--- src/rtl/smb_tgt_pkg.sv ---
package smb_tgt_pkg;

  typedef enum logic [3:0] {
    STS_OK       = 4'h0,
    STS_PEC      = 4'h1,
    STS_PROTO    = 4'h2,
    STS_HW_NACK  = 4'h3,
    STS_EXT_NACK = 4'h4,
    STS_TO_CLK   = 4'h5,
    STS_TO_DATA  = 4'h6
  } sts_e;

  typedef enum logic {
    TT_BLKWR   = 1'b0,
    TT_HNOTIFY = 1'b1
  } ttype_e;

  localparam int unsigned HN_DATA_BYTES = 3;

  typedef struct packed {
    logic to_clk;
    logic to_data;
    logic proto;
    logic hw_nack;
    logic pec_bad;
  } verdict_t;

endpackage

--- src/rtl/smb_tgt_track.sv ---
module smb_tgt_track
  import smb_tgt_pkg::*;
#(
  parameter int CW = 6
) (
  input  logic          clk,
  input  logic          rst_n,
  input  logic          begin_txn,
  input  logic          end_txn,
  input  logic          byte_evt,
  input  logic          txn_type_in,
  input  logic          nack_drive,
  output logic          busy,
  output ttype_e        ttype,
  output logic          addr_seen,
  output logic [CW-1:0] data_cnt,
  output logic          nack_prev
);

  localparam logic [CW-1:0] CNT_MAX = {CW{1'b1}};

  logic          busy_n, addr_n, nack_n, upd;
  ttype_e        ttype_n;
  logic [CW-1:0] cnt_n;

  assign upd = begin_txn | end_txn | byte_evt;

  always_comb begin
    busy_n  = busy;
    ttype_n = ttype;
    addr_n  = addr_seen;
    cnt_n   = data_cnt;
    nack_n  = nack_prev;
    if (byte_evt) begin
      if (!addr_seen) begin
        addr_n = 1'b1;
      end else if (data_cnt != CNT_MAX) begin
        cnt_n = data_cnt + 1'b1;
      end
      nack_n = nack_drive;
    end
    if (end_txn) begin
      busy_n = 1'b0;
    end
    if (begin_txn) begin
      busy_n  = 1'b1;
      ttype_n = ttype_e'(txn_type_in);
      addr_n  = 1'b0;
      cnt_n   = '0;
      nack_n  = 1'b0;
    end
  end

  always_ff @(posedge clk or negedge rst_n) begin
    if (!rst_n) begin
      busy      <= 1'b0;
      ttype     <= TT_BLKWR;
      addr_seen <= 1'b0;
      data_cnt  <= '0;
      nack_prev <= 1'b0;
    end else if (upd) begin
      busy      <= busy_n;
      ttype     <= ttype_n;
      addr_seen <= addr_n;
      data_cnt  <= cnt_n;
      nack_prev <= nack_n;
    end
  end

endmodule

--- src/rtl/smb_tgt_viol.sv ---
module smb_tgt_viol
  import smb_tgt_pkg::*;
#(
  parameter int CW = 6
) (
  input  logic          clk,
  input  logic          rst_n,
  input  logic          clr,
  input  logic          byte_evt,
  input  ttype_e        ttype,
  input  logic          addr_seen,
  input  logic [CW-1:0] data_cnt,
  input  logic          nack_prev,
  input  logic          nack_drive,
  input  logic          ack_sampled,
  input  logic [CW-1:0] exp_count,
  input  logic [CW-1:0] rx_limit,
  input  logic          rs_evt,
  input  logic          mid_byte,
  input  logic          pec_en,
  input  logic          pec_match,
  output logic          proto_o,
  output logic          hwn_o,
  output logic          pec_o
);

  localparam logic [CW:0] HN_W = (CW+1)'(HN_DATA_BYTES);

  logic        is_hn, data_byte, coll, over_exp, over_lim, short_cnt;
  logic        proto_q, hwn_q, proto_n, hwn_n, upd;
  logic [CW:0] cnt_new, cnt_cur;

  assign is_hn     = (ttype == TT_HNOTIFY);
  assign cnt_cur   = {1'b0, data_cnt};
  assign cnt_new   = cnt_cur + 1'b1;
  assign data_byte = byte_evt & addr_seen;
  assign coll      = byte_evt & nack_drive & ~ack_sampled;
  assign over_exp  = data_byte & (is_hn ? (cnt_new > HN_W)
                                        : (cnt_new > {1'b0, exp_count}));
  assign over_lim  = data_byte & ~is_hn & (cnt_new > {1'b0, rx_limit});

  // Short transfer, judged at the ending event
  assign short_cnt = ~addr_seen |
                     (is_hn ? (cnt_cur < HN_W)
                            : ((cnt_cur < {1'b0, exp_count}) & ~hwn_q));

  assign upd = clr | byte_evt;

  always_comb begin
    proto_n = proto_q | coll | over_exp;
    hwn_n   = hwn_q | over_lim;
    if (clr) begin
      proto_n = 1'b0;
      hwn_n   = 1'b0;
    end
  end

  always_ff @(posedge clk or negedge rst_n) begin
    if (!rst_n) begin
      proto_q <= 1'b0;
      hwn_q   <= 1'b0;
    end else if (upd) begin
      proto_q <= proto_n;
      hwn_q   <= hwn_n;
    end
  end

  assign proto_o = proto_q | mid_byte | (rs_evt & nack_prev) | short_cnt;
  assign hwn_o   = hwn_q;
  assign pec_o   = ~is_hn & pec_en & ~pec_match;

endmodule

--- src/rtl/smb_tgt_sel.sv ---
module smb_tgt_sel
  import smb_tgt_pkg::*;
(
  input  logic     clk,
  input  logic     rst_n,
  input  logic     end_txn,
  input  verdict_t vd,
  output logic     done,
  output sts_e     status
);

  sts_e sts_n;

  always_comb begin
    if (vd.to_clk)       sts_n = STS_TO_CLK;
    else if (vd.to_data) sts_n = STS_TO_DATA;
    else if (vd.proto)   sts_n = STS_PROTO;
    else if (vd.hw_nack) sts_n = STS_HW_NACK;
    else if (vd.pec_bad) sts_n = STS_PEC;
    else                 sts_n = STS_OK;
  end

  always_ff @(posedge clk or negedge rst_n) begin
    if (!rst_n) begin
      done <= 1'b0;
    end else begin
      done <= end_txn;
    end
  end

  always_ff @(posedge clk or negedge rst_n) begin
    if (!rst_n) begin
      status <= STS_OK;
    end else if (end_txn) begin
      status <= sts_n;
    end
  end

endmodule

--- src/rtl/smb_tgt_status.sv ---
module smb_tgt_status
  import smb_tgt_pkg::*;
#(
  parameter int CW = 6
) (
  input  logic          clk,
  input  logic          rst_n,
  input  logic          ev_start,
  input  logic          ev_rstart,
  input  logic          ev_stop,
  input  logic          byte_done,
  input  logic          mid_byte,
  input  logic          nack_drive,
  input  logic          ack_sampled,
  input  logic          txn_type,
  input  logic [CW-1:0] exp_count,
  input  logic [CW-1:0] rx_limit,
  input  logic          pec_en,
  input  logic          pec_match,
  input  logic          to_clk_low,
  input  logic          to_data_low,
  output logic          busy,
  output logic          done,
  output logic [3:0]    status
);

  logic          rs_evt, to_any, end_txn, begin_txn, byte_evt, clr;
  logic          addr_seen, nack_prev;
  logic          proto, hwn, pec_bad;
  logic [CW-1:0] data_cnt;
  ttype_e        ttype;
  verdict_t      vd;
  sts_e          sts;

  assign rs_evt    = ev_start | ev_rstart;
  assign to_any    = to_clk_low | to_data_low;
  assign end_txn   = busy & (ev_stop | rs_evt | to_any);
  assign begin_txn = rs_evt & ~(busy & to_any);
  assign byte_evt  = byte_done & busy & ~end_txn;
  assign clr       = begin_txn | end_txn;

  smb_tgt_track #(.CW(CW)) u_track (
    .clk         (clk),
    .rst_n       (rst_n),
    .begin_txn   (begin_txn),
    .end_txn     (end_txn),
    .byte_evt    (byte_evt),
    .txn_type_in (txn_type),
    .nack_drive  (nack_drive),
    .busy        (busy),
    .ttype       (ttype),
    .addr_seen   (addr_seen),
    .data_cnt    (data_cnt),
    .nack_prev   (nack_prev)
  );

  smb_tgt_viol #(.CW(CW)) u_viol (
    .clk         (clk),
    .rst_n       (rst_n),
    .clr         (clr),
    .byte_evt    (byte_evt),
    .ttype       (ttype),
    .addr_seen   (addr_seen),
    .data_cnt    (data_cnt),
    .nack_prev   (nack_prev),
    .nack_drive  (nack_drive),
    .ack_sampled (ack_sampled),
    .exp_count   (exp_count),
    .rx_limit    (rx_limit),
    .rs_evt      (rs_evt),
    .mid_byte    (mid_byte),
    .pec_en      (pec_en),
    .pec_match   (pec_match),
    .proto_o     (proto),
    .hwn_o       (hwn),
    .pec_o       (pec_bad)
  );

  assign vd = '{to_clk: to_clk_low, to_data: to_data_low,
                proto: proto, hw_nack: hwn, pec_bad: pec_bad};

  smb_tgt_sel u_sel (
    .clk     (clk),
    .rst_n   (rst_n),
    .end_txn (end_txn),
    .vd      (vd),
    .done    (done),
    .status  (sts)
  );

  assign status = sts;

endmodule

--- config.mk ---
export PLATFORM = sky130hd
export DESIGN_NAME = smb_tgt_status
export DESIGN_NICKNAME = d
export VERILOG_FILES = /design/src/rtl/smb_tgt_pkg.sv /design/src/rtl/smb_tgt_track.sv /design/src/rtl/smb_tgt_viol.sv /design/src/rtl/smb_tgt_sel.sv /design/src/rtl/smb_tgt_status.sv
export SDC_FILE = /design/constraint.sdc
export NUM_CORES = 1
export LEC_CHECK = 0
export ABC_AREA = 1
export BUFFER_PORTS_ARGS = -buffer_cell sky130_fd_sc_hd__buf_4
export CAP_MARGIN = 20
export CORE_MARGIN = 2
export CORE_UTILIZATION = 51
export DETAILED_ROUTE_END_ITERATION = 6
export PLACE_DENSITY = 0.75
export SLEW_MARGIN = 15
export SYNTH_ARGS = -nofsm -noshare
export SYNTH_HDL_FRONTEND = slang
export SYNTH_HIERARCHICAL = 1
export SYNTH_SLANG_ARGS = --single-unit
--- constraint.sdc ---
create_clock -name clk -period 5 [get_ports clk]
set_clock_uncertainty 0.1 [all_clocks]
set_input_delay 0.25 -clock clk [delete_from_list [all_inputs] [get_ports clk]]
set_output_delay 0.25 -clock clk [all_outputs]
set_load 0.02 [all_outputs]
==> results of run 1 <==
==> worst max-delay path by stage <==
stage / end / slack (ps) / cells after the start
after floorplan: u_viol/hwn_o / 2940 / 14
after global placement: u_viol/hwn_o / 2840 / 14
after detailed placement: u_viol/hwn_o / 2760 / 14
after CTS: u_viol/hwn_o / 2730 / 14
after global routing: u_viol/hwn_o / 2500 / 14
final: u_viol/hwn_o / 2710 / 14
==> power breakdown <==
group,switching (mW),leakage (nW),internal (mW),total [mW]
Combinational,0.138,0.812,0.0932,0.231
Clock,0.0443,0.0210,0.0444,0.0887
Sequential,0.0296,0.208,0.157,0.187
==> sequential cells by signal (all words and copies together) (netlist names) <==
register and count:
u_track/nack_prev 1, u_sel/status 3, u_track/addr_seen 1, u_track/busy 1, u_viol/hwn_o 1, u_track/ttype 1
u_sel/done 1, u_track/data_cnt 6, u_viol/proto_q 1
==> synth_stat cells (all sizes together) <==
master and instances:
a31oi 1, nand3b 1, buf 2, nand2 62, o22ai 1, o31ai 1
nor4 1, nor3 3, conb 1, dfrtp 16, nor2 27, a21oi 9
inv 47, a21boi 1, o21ai 11, nand3 19, o21bai 1, nand4 4
xor2 1, ha 18, o211ai 1
==> worst max-delay path, stage by stage (launching register included) <==
cell and delay (ps):
dfrtp_1 510, ha_1 300, inv_1 70, nand2_1 90
nand2_1 120, inv_1 50, ha_1 280, nand2_1 70
o21ai_0 140, nand2_1 70, nand2_1 60, nand2_1 40
a21boi_1 140, o21bai_1 70, a21oi_1 120
==> area by class of cell <==
class	count	area (sq um)	share of cell area, %
clock buffers	4	36.3	1.99
inverters	47	176	9.69
multi-input cells	163	933	51.3
flip-flops and latches	16	400	22.0
well taps	31	38.8	2.13
repair buffers	31	235	12.9
==> cell families (layout without fill, tap and decap cells) <==
| logic type | Yosys count | after routing | synth area share, % |
|---|---|---|---|
| other | 1 | 1 | 0.246 |
| AOI/OAI and AO/OA | 26 | 26 | 9.60 |
| and+or+nand+nor | 117 | 117 | 36.0 |
| adders and majority gates | 18 | 18 | 14.8 |
| buffers and inverters | 49 | 82 | 12.6 |
| DFF | 16 | 16 | 26.3 |
| xor gates and xnor gates | 1 | 1 | 0.574 |
==> per-stage QoR <==
step,std cells,power [mW],setup slack [ps]
floorplan,228,0.337,2940
global placement,287,0.416,2840
detailed placement,287,0.419,2760
CTS,292,0.510,2730
global route,292,0.551,2500
finish,292,0.506,2710
==> layer usage <==
layer | global-route usage, % | vias to the layer above | share of wire [%] | routed length, um
li1 | - | 787 | - | -
met1 | 30.5 | 681 | 45 | 1620
met2 | 36.4 | 33 | 49 | 1740
met3 | 2.64 | 4 | 4.6 | 166
met4 | 9.09 | 0 | 1.5 | 54
met5 | 0 | - | 0 | 0
==> impl_metrics.yaml, run 1 <==
final_layout:
  layout-drive-gt1-share_pct: 20.7
  final_cell_mix: "nand2_1, inv_1, buf_4"
  area_delta_synth_final_pct: 19.4
  nFillCells: 280
  final_nets: 306
  final_common_cell: "nand2_1"
  fin_area_sq_um: 1820
  antenna_cells: 0
  fin_util_pct: 64.9
pwr:
  p_per_area_nw_per_um2: 278
  p_leak_nw: 1.04
  peakVddDrop_uv: 260
setup_path:
  end_kind: "flop"
  cp.arrival_ps: 2420
  worstPathRequired_ps: 5130
  ff2ff_path_depth: 14
  rrSetupSlack_ps: 2710
  rr_startpoint: "u_track/data_cnt[0]"
  crit_type: "reg -> reg"
  startpoint_type: "flop"
  reg2reg_to: "u_viol/hwn_o"
  cp_max_fo: 11
  startpoint: "u_track/data_cnt[0]"
timing:
  whs_ps: 55.8
  finalMaxSlewViolations: 0
  max_freq_ghz: 0.437
  setup_viol: 0
  hold_viol: 0
  min_period_ps: 2290
  rsz0062_at_grt: "no"
  period_share_pct: 45.8
  tns_ps: 0
grt:
  grt_pass1_wl_mm: 5.76
  grt_usage_pct: 22.4
  grt_pass1_vias: 1321
  grt_max_degree: 17
  antenna_found_initial: 0
  gr-total-overflow: 0
synth:
  avgSynthCellArea_sq_um: 6.69
  synth_top_cell_by_area: "dfrtp_1"
  synth_area_leaders: "dfrtp_1, ha_1, nand2_1, inv_1, nand3_1"
  synth_fp_nets: 272
  ys_warn_count: 6
  synth_seq_cells: 16
  seq_area_frac_synth_pct: 26.3
  syn_area_sq_um: 1530
  synth_top_area_share_pct: 26.3
  synth.distinct_cells: 32
  syn_inst: 228
die:
  die_h_um: 58.7
  die_x_um: 58.7
  core-area_sq_um: 2810
  num_io_pins: 32
  die_area_sq_um: 3440
  initial_core_util_pct: 54.4
  num_rows: 19
routing:
  drt_iter0_drc: 74
  first_pass_iters: 4
  ant_nets: 0
  routed_wl_mm: 3.58
  drc_errors: 0
  wl_per_cell_um: 12.3
  via_count: 1505
  avgViaCountPerCell: 5.15
clock_network:
  cts_num_sinks: 16
  cts_hold_buffers: 1
  cts_tree: "done"
  path_clk_slew_ps: 100
  cts_resized: 0
  ctsRootBufferMaster: "clkbuf_4"
  insertion_delay_ps: 290
  htree_num_levels: 1
  cts_buffer_depth: 2
  cts_inserted_buffers: 3
  cts_setup_buffers: 0
worst_hold_path:
  worstHoldStart: "txn_type"
  hold_path_class: "in -> reg"
  holdPathStages: 3
  holdPathEnd: "u_track/ttype"
outcome:
  status: "completed"
placement:
  hpwl_mm: 2.79
  dpl_cell_area_sq_um: 1770
  port_buffers: 30
  gp_congestion: 0.907
run:
  maxCapViolCount: 0
No activity file was read; power rests on OpenSTA's default activity.
==> run 2: changes to the inputs <==
==> constraint.sdc (replaced) <==
create_clock -name clk -period 2.35 [get_ports clk]
set_clock_uncertainty 0.1 [all_clocks]
set_input_delay 0.1175 -clock clk [delete_from_list [all_inputs] [get_ports clk]]
set_output_delay 0.1175 -clock clk [all_outputs]
set_load 0.02 [all_outputs]
==> impl_metrics.yaml, run 2 (synthesized netlist as in run 1, its figures left out) <==
final_layout:
  fin_area_sq_um: 1890
  final_common_cell: "nand2_1"
  largest_registers: "u_track/data_cnt: 6 flops, u_sel/status: 3 flops"
  final_nets: 314
  antenna_cells: 0
  top_register: "u_track/data_cnt"
  layout-drive-gt1-share_pct: 21.6
  area_delta_synth_final_pct: 24.2
  final_cell_mix: "nand2_1, inv_1, buf_4"
  instances_no_fill: 300
  largest_register_ffs: 6
setup_path:
  end_kind: "flop"
  worstPathRequired_ps: 2460
  cp.arrival_ps: 2260
  startpoint_type: "flop"
  cp_max_fo: 6
  crit_type: "reg -> reg"
die:
  die_area_sq_um: 3440
  die_h_um: 58.7
  num_io_pins: 32
  num_rows: 19
  initial_core_util_pct: 54.4
  core-area_sq_um: 2810
  die_x_um: 58.7
clock_network:
  htree_num_levels: 1
  path_clk_slew_ps: 100
  ctsRootBufferMaster: "clkbuf_4"
  cts_inserted_buffers: 3
  insertion_delay_ps: 280
  cts_buffer_depth: 2
  cts_tree: "done"
  cts_num_sinks: 16
routing:
  drc_errors: 0
  first_pass_iters: 4
  routed_wl_mm: 3.40
  drt_iter0_drc: 82
  ant_nets: 0
  wl_per_cell_um: 11.3
  via_count: 1499
  avgViaCountPerCell: 5.00
placement:
  dpl.cell_count: 289
  hpwl_mm: 2.69
  port_buffers: 30
  gp_congestion: 0.877
  dpl_cell_area_sq_um: 1790
pwr:
  power.total_mw: 1.11
  p_leak_nw: 1.08
  peakVddDrop_uv: 820
  p_per_area_nw_per_um2: 587
timing:
  hold_viol: 0
  period_share_pct: 91.6
  min_period_ps: 2150
  max_freq_ghz: 0.464
  setup_viol: 0
  finalMaxSlewViolations: 0
grt:
  grt_max_degree: 17
  grt_pass1_wl_mm: 5.65
  grtUsageMet2_pct: 36.4
  grtUsageMet3_pct: 1.32
  grt_busiest_layer: "met2"
  grt_pass1_vias: 1374
  grt_usage_pct: 21.1
  grt_util_met1_pct: 27.9
  antenna_found_initial: 0
  gr-total-overflow: 0
worst_hold_path:
  hold_path_class: "in -> reg"
run:
  maxCapViolCount: 0
outcome:
  status: "completed"
run 2: cell count changes in the layout (fill, tap and decap cells not counted), sizes merged:
cell / before / now
buf: 30 / 33
dlygate4sd3: 1 / 6
run 2: layout make-up:
type                       count  area, sq um
multi-input combinational    163          933
sequential                    16          402
fill                         263          911
clock buffer                   4         36.3
inverter                      47          176
tap                           31         38.8
timing repair buffer          39          308
run 2: through the flow:
| stage | utilization [%] | hold slack, ps | worst slack, ps | setup TNS [ps] |
|---|---|---|---|---|
| after global placement | 63.8 | -114 | 274 | 0 |
| after detailed placement | 63.8 | -110 | 205 | 0 |
| after global routing | 67.5 | 98.1 | -5.07 | -5.07 |
| after CTS | 67.2 | 63.5 | 182 | 0 |
| final | 67.5 | 63.3 | 196 | 0 |
| after floorplan | - | -278 | 293 | 0 |
run 2: critical path: stages (launching register included):
cell and delay, ps:
dfrtp_2 450, ha_1 240, inv_1 70, nand2_1 80
nand2_1 110, inv_1 60, ha_1 280, nand2_1 60
o21ai_0 130, nand2_1 60, nand2_1 50, nand2_1 40
a21boi_1 140, o21bai_1 80, a21oi_1 140
run 2: power breakdown:
group          switching (mW)  total [mW]  leakage [nW]  internal [mW]
Sequential             0.0466       0.381         0.206          0.335
Clock                  0.0878       0.182        0.0210         0.0941
Combinational           0.318       0.549         0.848          0.230
Total                   0.453        1.11          1.08          0.659
run 2: final timing paths:
path	from	endpoint	slack (ps)	cells past startpoint
worst min-delay path	ev_start	u_viol/hwn_o	60	4
worst max-delay path	u_track/data_cnt[1]	u_viol/hwn_o	200	14
min in group asynchronous	rst_n	u_sel/status[1]	110	2
worst max register to register	u_track/data_cnt[1]	u_viol/hwn_o	200	14
max in group asynchronous	rst_n	u_track/data_cnt[1]	1830	2
worst min register to register	u_sel/status[2]	u_sel/status[2]	400	2
run 2: per-layer routing:
metal	part of all wire [%]	up-vias
met3	4.5	6
met1	46	657
met5	0	-
met4	1.8	0
li1	-	802
met2	48	34
run 2: what timing repair did:
| action | in CTS | in global routing |
|---|---|---|
| hold buffers | 6 | 0 |
| endpoints found under the hold margin | 20 | 0 |
| buffers inserted | 0 | 1 |
| gates resized for setup | 0 | 1 |
| setup endpoints to repair | 0 | 1 |
==> run 3: changes to the inputs <==
==> constraint.sdc (replaced) <==
create_clock -name clk -period 2.35 [get_ports clk]
set_clock_uncertainty 0.1 [all_clocks]
set_input_delay 0.3525 -clock clk [delete_from_list [all_inputs] [get_ports clk]]
set_output_delay 0.3525 -clock clk [all_outputs]
set_load 0.02 [all_outputs]
==> impl_metrics.yaml, run 3 (synthesized netlist as in run 1, its figures left out) <==
die:
  core-area_sq_um: 2810
  num_io_pins: 32
  die_x_um: 58.7
  initial_core_util_pct: 54.4
  num_rows: 19
  die_h_um: 58.7
  die_area_sq_um: 3440
setup_path:
  crit_type: "reg -> reg"
  startpoint_type: "flop"
  worstPathRequired_ps: 2470
  cp_max_fo: 6
  cp.arrival_ps: 2230
  end_kind: "flop"
routing:
  drt_iter0_drc: 59
  ant_nets: 0
  wl_per_cell_um: 11.0
  drc_errors: 0
  avgViaCountPerCell: 5.01
  first_pass_iters: 4
  routed_wl_mm: 3.27
  via_count: 1484
clock_network:
  cts_buffer_depth: 2
  cts_tree: "done"
  insertion_delay_ps: 290
  ctsRootBufferMaster: "clkbuf_4"
  cts_inserted_buffers: 3
  htree_num_levels: 1
  cts_num_sinks: 16
  path_clk_slew_ps: 100
final_layout:
  final_common_cell: "nand2_1"
  final_cell_mix: "nand2_1, inv_1, buf_4"
  final_nets: 310
  largest_registers: "u_track/data_cnt: 6 flops, u_sel/status: 3 flops"
  antenna_cells: 0
  nFillCells: 279
  top_register: "u_track/data_cnt"
  area_delta_synth_final_pct: 21.6
  layout-drive-gt1-share_pct: 22.6
  largest_register_ffs: 6
timing:
  max_freq_ghz: 0.475
  hold_viol: 0
  tns_ps: 0
  min_period_ps: 2110
  period_share_pct: 89.6
  setup_viol: 0
  finalMaxSlewViolations: 0
  worst_slack_ps: 244
grt:
  gr-total-overflow: 0
  grt_pass1_vias: 1333
  grt_pass1_wl_mm: 5.51
  grt_usage_pct: 20.6
  grt_max_degree: 17
  antenna_found_initial: 0
pwr:
  peakVddDrop_uv: 536
  p_leak_nw: 1.06
  p_per_area_nw_per_um2: 594
placement:
  gp_congestion: 0.872
  pre_cts_slack_ps: 237
  hpwl_mm: 2.69
  port_buffers: 30
outcome:
  status: "completed"
worst_hold_path:
  hold_path_class: "in -> reg"
run:
  maxCapViolCount: 0
run 3: changes by cell type in the layout (fill, tap and decap cells not counted):
cell,delta
buf_4,+1
dlygate4sd3_1,-5
ha_1,-1
ha_2,+1
run 3: report_power, final:
group / total, mW / internal (mW) / switching, mW
combinational: 0.534 / 0.224 / 0.311
clock: 0.184 / 0.0943 / 0.0896
sequential: 0.383 / 0.335 / 0.0484
total: 1.10 / 0.653 / 0.449
run 3: stage by stage:
stage	utilization [%]	hold slack (ps)	power, mW	std cells	cell area (sq um)
global route	66.1	188	1.20	296	1850
CTS	65.7	167	1.10	295	1840
global placement	64.1	122	0.910	290	1800
finish	66.1	175	1.10	296	1850
detailed placement	64.1	123	0.913	290	1800
floorplan	-	-43.1	0.718	228	1530
run 3: repair_timing:
item | CTS | global route
endpoints found under the hold margin | 16 | 0
setup endpoints to repair | 0 | 1
gates resized for setup | 0 | 2
hold buffers | 1 | 0
buffers inserted | 0 | 1
run 3: worst paths after layout:
path | from | to | slack, ps | depth (start not counted)
max in group asynchronous | rst_n | u_track/data_cnt[1] | 1590 | 2
worst max-delay path | u_track/data_cnt[1] | u_viol/hwn_o | 240 | 14
worst min register to register | u_sel/status[2] | u_sel/status[2] | 390 | 2
min in group asynchronous | rst_n | u_viol/hwn_o | 350 | 2
worst max register to register | u_track/data_cnt[1] | u_viol/hwn_o | 240 | 14
worst min-delay path | txn_type | u_track/ttype | 170 | 3
run 3: per-layer routing:
| layer | track usage (%) | up-vias | part of all wire [%] |
|---|---|---|---|
| li1 | - | 794 | - |
| met1 | 28.3 | 658 | 47 |
| met2 | 35.2 | 30 | 49 |
| met3 | 2.64 | 2 | 4.2 |
| met4 | 3.90 | 0 | 0.31 |
| met5 | 0 | - | 0 |
run 3: layout make-up:
type / instances / area [sq um] / share of cell area (%)
Multi-Input combinational cell: 163 / 936 / 50.5
Sequential cell: 16 / 402 / 21.7
Tap cell: 31 / 38.8 / 2.09
Clock buffer: 4 / 36.3 / 1.96
Inverter: 47 / 176 / 9.51
Timing Repair Buffer: 35 / 265 / 14.3
run 3: worst max-delay path, cell delays in order (launching register included):
cell and delay, ps:
dfrtp_2 460, ha_2 210, inv_1 60, nand2_1 80
nand2_1 110, inv_1 50, ha_1 280, nand2_1 70
o21ai_0 140, nand2_1 70, nand2_1 50, nand2_1 40
a21boi_1 140, o21bai_1 70, a21oi_1 110
